--- src/rtl/fbdiv_pkg.sv ---
package fbdiv_pkg;

   // Prescaler operating mode for the current prescaler cycle
   typedef enum logic [1:0] {
      MODE_DIRECT = 2'd0,   // every input pulse ends a prescaler cycle
      MODE_LOW    = 2'd1,   // divide by the low modulus
      MODE_HIGH   = 2'd2    // divide by the low modulus plus one
   } pre_mode_e;

   localparam int DEF_M_W     = 9;
   localparam int DEF_A_W     = 4;
   localparam int DEF_PRE_LOW = 10;

endpackage

--- src/rtl/fbdiv_prescaler.sv ---
module fbdiv_prescaler
   import fbdiv_pkg::*;
#(
   parameter int PRE_LOW = DEF_PRE_LOW
) (
   input  logic      clk,
   input  logic      rst,
   input  logic      pulse,
   input  pre_mode_e mode,
   output logic      tc
);

   localparam int PRE_W = $clog2(PRE_LOW + 1);

   logic [PRE_W-1:0] cnt;
   logic [PRE_W-1:0] limit;

   always_comb begin
      case (mode)
         MODE_HIGH: limit = PRE_W'(PRE_LOW);
         MODE_LOW:  limit = PRE_W'(PRE_LOW - 1);
         default:   limit = '0;
      endcase
   end

   assign tc = pulse && ((mode == MODE_DIRECT) || (cnt == limit));

   always_ff @(posedge clk) begin
      if (rst || tc)
         cnt <= '0;
      else if (pulse)
         cnt <= cnt + 1'b1;
   end

endmodule

--- src/rtl/fbdiv_swallow.sv ---
module fbdiv_swallow #(
   parameter int A_W = 4
) (
   input  logic           clk,
   input  logic           load,
   input  logic [A_W-1:0] load_val,
   input  logic           step,
   output logic           active
);

   logic [A_W-1:0] remain;

   assign active = (remain != '0);

   always_ff @(posedge clk) begin
      if (load)
         remain <= load_val;
      else if (step && active)
         remain <= remain - 1'b1;
   end

endmodule

--- src/rtl/fbdiv_main_ctr.sv ---
module fbdiv_main_ctr #(
   parameter int M_W = 9
) (
   input  logic           clk,
   input  logic           rst,
   input  logic           step,
   input  logic [M_W-1:0] limit,
   output logic           last
);

   logic [M_W-1:0] cnt;

   assign last = step && (cnt == limit);

   always_ff @(posedge clk) begin
      if (rst || last)
         cnt <= '0;
      else if (step)
         cnt <= cnt + 1'b1;
   end

endmodule

--- src/rtl/fbdiv_feedback_divider.sv ---
module fbdiv_feedback_divider
   import fbdiv_pkg::*;
#(
   parameter int M_W     = DEF_M_W,
   parameter int A_W     = DEF_A_W,
   parameter int PRE_LOW = DEF_PRE_LOW
) (
   input  logic           clk,
   input  logic           rst,
   input  logic           in_pulse,
   input  logic [M_W-1:0] m_val,
   input  logic [A_W-1:0] a_val,
   input  logic           bypass,
   output logic           fp,
   output logic           mod_sel
);

   generate
      if (M_W < 1) begin : g_bad_m_w
         $error("fbdiv_feedback_divider: M_W must be at least 1");
      end
      if (A_W < 1) begin : g_bad_a_w
         $error("fbdiv_feedback_divider: A_W must be at least 1");
      end
      if (PRE_LOW < 2) begin : g_bad_pre
         $error("fbdiv_feedback_divider: PRE_LOW must be at least 2");
      end
   endgenerate

   logic           pre_tc;
   logic           sw_active;
   logic           period_end;
   logic           restart;
   logic [M_W-1:0] m_q;
   logic           byp_q;
   pre_mode_e      mode;

   assign restart = rst || period_end;

   // Settings are held for a whole period
   always_ff @(posedge clk) begin
      if (restart) begin
         m_q   <= m_val;
         byp_q <= bypass;
      end
   end

   always_comb begin
      if (byp_q)
         mode = MODE_DIRECT;
      else if (sw_active)
         mode = MODE_HIGH;
      else
         mode = MODE_LOW;
   end

   fbdiv_prescaler #(.PRE_LOW(PRE_LOW)) u_pre (
      .clk   (clk),
      .rst   (rst),
      .pulse (in_pulse),
      .mode  (mode),
      .tc    (pre_tc)
   );

   fbdiv_swallow #(.A_W(A_W)) u_swallow (
      .clk      (clk),
      .load     (restart),
      .load_val (a_val),
      .step     (pre_tc),
      .active   (sw_active)
   );

   fbdiv_main_ctr #(.M_W(M_W)) u_main (
      .clk   (clk),
      .rst   (rst),
      .step  (pre_tc),
      .limit (m_q),
      .last  (period_end)
   );

   always_ff @(posedge clk) begin
      if (rst)
         fp <= 1'b0;
      else
         fp <= period_end;
   end

   assign mod_sel = !byp_q && sw_active;

endmodule

--- config.mk ---
export PLATFORM = sky130hd
export DESIGN_NAME = fbdiv_feedback_divider
export DESIGN_NICKNAME = d
export VERILOG_FILES = /design/src/rtl/fbdiv_pkg.sv /design/src/rtl/fbdiv_prescaler.sv /design/src/rtl/fbdiv_swallow.sv /design/src/rtl/fbdiv_main_ctr.sv /design/src/rtl/fbdiv_feedback_divider.sv
export SDC_FILE = /design/constraint.sdc
export NUM_CORES = 1
export LEC_CHECK = 0
export BUFFER_PORTS_ARGS = -buffer_cell sky130_fd_sc_hd__buf_4
export CAP_MARGIN = 5
export CORE_MARGIN = 5
export CORE_UTILIZATION = 30
export DETAILED_ROUTE_END_ITERATION = 6
export PLACE_DENSITY = 0.56
export SYNTH_ARGS = -nofsm -noshare
export SYNTH_HDL_FRONTEND = slang
export SYNTH_HIERARCHICAL = 1
export SYNTH_SLANG_ARGS = --single-unit
--- constraint.sdc ---
create_clock -name clk -period 6.3 [get_ports clk]
set_input_delay 0.315 -clock clk [delete_from_list [all_inputs] [get_ports clk]]
set_output_delay 0.315 -clock clk [all_outputs]
set_load 0.02 [all_outputs]
### Word-level counts from Yosys, hierarchy flattened

Index checks and enable logic that the tools add are counted.

* add/subtract/negate cells: 3
* equal/unequal tests: 4
* mux-type cells: 5
* reduce and logical (&&, ||, !) cells: 11

Operators with widths (count)
* $add A9 B1 Y9 const B: 1
* $eq A9 B9 Y1: 1
* $mux W4: 2
* $pmux W4 S2: 1
* $add A4 B1 Y4 const B: 1
* $eq A4 B4 Y1: 1
* $logic_and A1 B1 Y1: 4
* $mux W2: 2
* $reduce_bool A4 Y1: 1
* $sub A4 B1 Y4 const B: 1
* $logic_or A1 B1 Y1: 3
* $eq A2 B1 Y1 const B: 1
* $eq A2 B2 Y1 const B: 1
* $logic_not A2 Y1: 1
* $reduce_bool A2 Y1: 1
* $logic_not A1 Y1: 1

* register bits: 28
* input bits: 17
* output and inout port bits: 2
* word-level logic and storage cells: 29

### Depth between registers and ports, before layout

* depth after elaboration: 11
* mapped depth: 16
* gate-level depth less buffers: 14

### Cells and area by module

The synthesis kept the hierarchy.

By module, submodules not included
* fbdiv_main_ctr: times used 1, cells an instance 54, area each 498.0 µm²
* fbdiv_feedback_divider: times used 1, cells an instance 15, area each 342.8 µm²
* fbdiv_prescaler: times used 1, cells an instance 31, area each 286.5 µm²
* fbdiv_swallow: times used 1, cells an instance 21, area each 234.0 µm²

### Worst setup path after synthesis

Ideal clock, no wire load.

* path kind: register to register
* start point: register u_swallow.remain[0]
* end point: register u_swallow.remain[0] (enable)
* data arrival time: 3816 ps
* slack: 2179 ps
* stages on the path, launching flop included: 16
* path buffers: 2
* period minus slack after synthesis: 4121 ps
* cells stage by stage: edfxtp_1 -> inv_1 -> ha_1 -> or3b_4 -> nor2b_1 -> inv_1 -> ha_1 -> xor2_1 -> nor4_2 -> o21a_1 -> buf_2 -> nand4_1 -> nor4_4 -> or2_1 -> clkbuf_1 -> a21o_1

* cells in the longest elaborated chain, start to end: 11
* elaborated cells on any way between the ends: 14

Ends and longest elaborated chain
* start, declared: line fbdiv_swallow.sv:11 `logic [A_W-1:0] remain;`
* start signal, assigned: line fbdiv_swallow.sv:17 `remain <= load_val;`
* start signal, assigned: line fbdiv_swallow.sv:19 `remain <= remain - 1'b1;`
* $reduce_bool A4 Y1 *: line fbdiv_swallow.sv:13 `assign active = (remain != '0);`
* named net sw_active: line fbdiv_feedback_divider.sv:31 `logic sw_active;`
* $mux W2 *: line fbdiv_feedback_divider.sv:51 `else if (sw_active)`
* $mux W2 *: line fbdiv_feedback_divider.sv:49 `if (byp_q)`
* $eq A2 B1 Y1 / $eq A2 B2 Y1 (equally long branches): line fbdiv_prescaler.sv:19 `case (mode)`
* $pmux W4 S2: line fbdiv_prescaler.sv:19
* $eq A4 B4 Y1: line fbdiv_prescaler.sv:26 `assign tc = pulse && ((mode == MODE_DIRECT) || (cnt == limit));`
* $logic_or A1 B1 Y1 *: line fbdiv_prescaler.sv:26
* $logic_and A1 B1 Y1 *: line fbdiv_prescaler.sv:26
* named net pre_tc: line fbdiv_feedback_divider.sv:30 `logic pre_tc;`
* $logic_and A1 B1 Y1 *: line fbdiv_main_ctr.sv:13 `assign last = step && (cnt == limit);`
* named net period_end: line fbdiv_feedback_divider.sv:32 `logic period_end;`
* $logic_or A1 B1 Y1 *: line fbdiv_feedback_divider.sv:38 `assign restart = rst || period_end;`
* named net restart: line fbdiv_feedback_divider.sv:33 `logic restart;`
* $reduce_bool A2 Y1 (no line) *

The timed path passes the listed nets; every way through them passes the cells marked *.
A chain may end at the register's enable or synchronous reset.

### Final worst setup path

* start point: register u_swallow.remain[0]
* end point: register u_swallow.remain[2] (enable)

* cells in the longest elaborated chain, start to end: 11
* elaborated cells on any way between the ends: 14

Ends and longest elaborated chain
* $reduce_bool A4 Y1 *: line fbdiv_swallow.sv:13
* named net sw_active: line fbdiv_feedback_divider.sv:31
* $mux W2 *: line fbdiv_feedback_divider.sv:51
* $mux W2 *: line fbdiv_feedback_divider.sv:49
* named net mode[0]: line fbdiv_feedback_divider.sv:36 `pre_mode_e mode;`
* $eq A2 B1 Y1 / $eq A2 B2 Y1 (equally long branches): line fbdiv_prescaler.sv:19
* $pmux W4 S2: line fbdiv_prescaler.sv:19
* $eq A4 B4 Y1: line fbdiv_prescaler.sv:26
* $logic_or A1 B1 Y1 *: line fbdiv_prescaler.sv:26
* $logic_and A1 B1 Y1 *: line fbdiv_prescaler.sv:26
* named net pre_tc: line fbdiv_feedback_divider.sv:30
* $logic_and A1 B1 Y1 *: line fbdiv_main_ctr.sv:13
* named net period_end: line fbdiv_feedback_divider.sv:32
* $logic_or A1 B1 Y1 *: line fbdiv_feedback_divider.sv:38
* named net restart: line fbdiv_feedback_divider.sv:33
* $reduce_bool A2 Y1 (no line) *

Marked as above.

==> out/results.tsv <==
metric	value	unit
CP Cell Sequence	inv_1, ha_1, or3b_4, nor2_1, inv_1, ha_1, xor2_1, nor4_2, o21a_1, nand4_1, nor4_4, or2_1, a21o_1	
Die Span Y	77.36	um
Min Clock Period, post-route	4397	ps
met1 WL	1.181	mm
Num Clock Sinks	28	
CP peak stage delay	640	ps
register area share after synthesis	0.5147	
worst reg2reg path endpoint	u_swallow/remain[2]	
pwr/cell area	234.1	nW/um^2
Slew headroom	0.5375	
placed cell count	186	
CTS resizes	0	
I/O pins	19	
Hold Crit Depth	1	
DRT Wirelength	2.510	mm
fin nets	162	
via density per instance	4.874	
Post-synth top cells	14 x dfxtp_1, 14 x edfxtp_1, 12 x xnor2_1, 10 x xor2_1, 9 x nor3_1	
Fmax	0.2274	GHz
cells after synthesis	121	
clock root cell	clkbuf_8	
number of global-route vias before repair	920	
Hold Path Class	primary input to flop	
num rows	24	
first-pass GRT wire length	4.305	mm
Final Skew	2.893	ps
crit end category	flop	
Die ar.	5985	sq um
Yosys Warn Count	6	
CP max-delay cell	or2_1	
CP Max Fanout	18	
chip width	77.36	um
kind of critical path	flop to flop	
met3 wire length	107	um
Main synth FF type	edfxtp_1	
Synthesized Nets	144	
EDFF count, synth	14	
initial core utilization	0.3105	
fraction of registers with async set/reset	0	
max cap viols	0	
share of cells above drive strength 1	0.1884	
status	complete, no violations	
Worst-Skew Late Latency	270	ps
hold slack	209.5	ps
CP required	6280	ps
met2 routed WL	1.201	mm
syn_area_per_cell	11.25	sq um
Clock Tree Buf Depth	2	
global placement routability congestion	0.7239	
# port buffers	18	
fin area	1578	sq um
count of final hold-check violations	0	
Startpoint Class	flop	
Top Layer Used	met4	
placeable core area	4384	sq um
post-synth top area share	0.3088	
Post-route DRC	0	
drt wl/cell	13.21	um
arrival time worst endpoint	4380	ps
Hold EP	m_q[4]	
Distinct cells, synth	36	
RSZ-0062 raised after global routing	no	
First DRT Iteration DRCs	51	
PnR worst setup slack	1903	ps
number of inserted diodes	0	
number of routed nets with antenna violations	0	
R2R setup slack	1900	ps
total CTS buffers	3	
Setup Total Neg Slack	0	ps
post-route insts no fill	190	
R2R cell count	13	
GRT Util Overall	0.08533	
initial antenna violation count	0	
CTS H-tree depth	1	
Clock transition at path regs	90	ps
Post-CTS Hold Fix Bufs	0	
Area after DPL	1533	sq um
Peak VDD IR	0.00009035	V
Final Cycle Share	0.6979	
Reg-to-Reg Start	u_swallow/remain[0]	
DPL Wire Length	1.918	mm
Worst-Margin Slew	693.7	ps
CTS tree	built	
hold path start	m_val[4]	
Area Overhead vs Synth	15.90	%
ranking of synthesized cells by area	edfxtp_1 31%, dfxtp_1 21%, xnor2_1 7.7%	
Synth Cell Area	1361	sq um
leakage power	0.5928	nW
grt ovf	0	
fillers	446	
pre-CTS setup slack	1876	ps
cell accounting for the most synthesized area	edfxtp_1	
Pins Over Slew Limit	0	
final setup fails	0	
largest net degree at the start of global routing	19	
setup bufs post-CTS	0	
Synth Register Bits	28	
routed vias	926	
First-pass DRT Iterations	4	
==> logic make-up (layout without fill, tap and decap cells) <==
group | count (synthesis) | count (layout) | share of synthesized area
compound gates | 11 | 11 | 0.05975
mux | 2 | 2 | 0.01471
xor+xnor | 22 | 22 | 0.1415
buf+inv | 11 | 28 | 0.03767
fa+ha+maj | 6 | 6 | 0.05515
flops | 28 | 28 | 0.5147
simple gates | 41 | 41 | 0.1765
==> per-layer routing <==
layer	vias up	track usage
met5	-	0
met4	0	0.02062
met3	3	0.02431
met2	12	0.1355
met1	445	0.1150
li1	466	-
==> critical path, delay by kind of cell, from the launching register on <==
family          cells  cell delay [ps]
compound gates      2              580
xor+xnor            1              150
fa+ha+maj           2              470
buf+inv             2              160
flops               1              440
simple gates        6             2290
==> worst max path at each step <==
stage               cells past startpoint           startpoint                  end  slack, ps
global placement                       13  u_swallow/remain[0]  u_swallow/remain[1]       2020
CTS                                    13  u_swallow/remain[0]  u_swallow/remain[2]       1870
detailed placement                     13  u_swallow/remain[0]  u_swallow/remain[0]       1880
finish                                 13  u_swallow/remain[0]  u_swallow/remain[2]       1900
global route                           14  u_swallow/remain[0]  u_swallow/remain[3]       1450
floorplan                              15  u_swallow/remain[0]  u_swallow/remain[0]       2180
==> through the flow <==
step / power [W] / util
after floorplan: 0.0002564 / -
after global placement: 0.0002717 / 0.3496
after detailed placement: 0.0002737 / 0.3496
after CTS: 0.0003740 / 0.3599
after global routing: 0.0003885 / 0.3599
final: 0.0003693 / 0.3599
==> cell usage in the layout, fill, tap and decap left out <==
cell type  count
buf_4         18
edfxtp_1      14
dfxtp_1       14
xnor2_1       12
xor2_1        10
nor3_1         9
nand2_1        8
nand4_1        7
ha_1           6
inv_1          6
nor2_1         5
clkbuf_8       3
nor2b_1        2
mux2i_1        2
a21o_1         2
o21ai_0        2
or2_1          1
clkbuf_1       1
nor4_4         1
and3_1         1
nor4_2         1
o21a_1         1
a211oi_1       1
or3_1          1
o22ai_1        1
or3b_2         1
o31ai_1        1
nand3_1        1
o32ai_1        1
or3b_4         1
nor4_1         1
o31a_2         1
nand2b_1       1
o31a_1         1
==> layout make-up <==
cell class | count | area (sq um) | area share
Inverter | 6 | 22.52 | 0.01427
Tap cell | 52 | 65.06 | 0.04124
Clock buffer | 4 | 45.04 | 0.02855
Multi-Input combinational cell | 82 | 609.3 | 0.3862
Timing Repair Buffer | 18 | 135.1 | 0.08565
Sequential cell | 28 | 700.7 | 0.4441
==> state kept, by name, indices dropped and copies added (netlist names) <==
name	flops
u_pre/cnt	4
fp	1
byp_q	1
m_q	9
u_swallow/remain	4
u_main/cnt	9
==> report_power, final <==
part           switching (W)  leakage, nW  internal, W
Combinational      0.0000256        0.319    0.0000274
Clock              0.0000546       0.0228    0.0000454
Sequential         0.0000107        0.251     0.000206
Total              0.0000909        0.593     0.000278
Note: power is estimated with default switching activity, not from simulation.
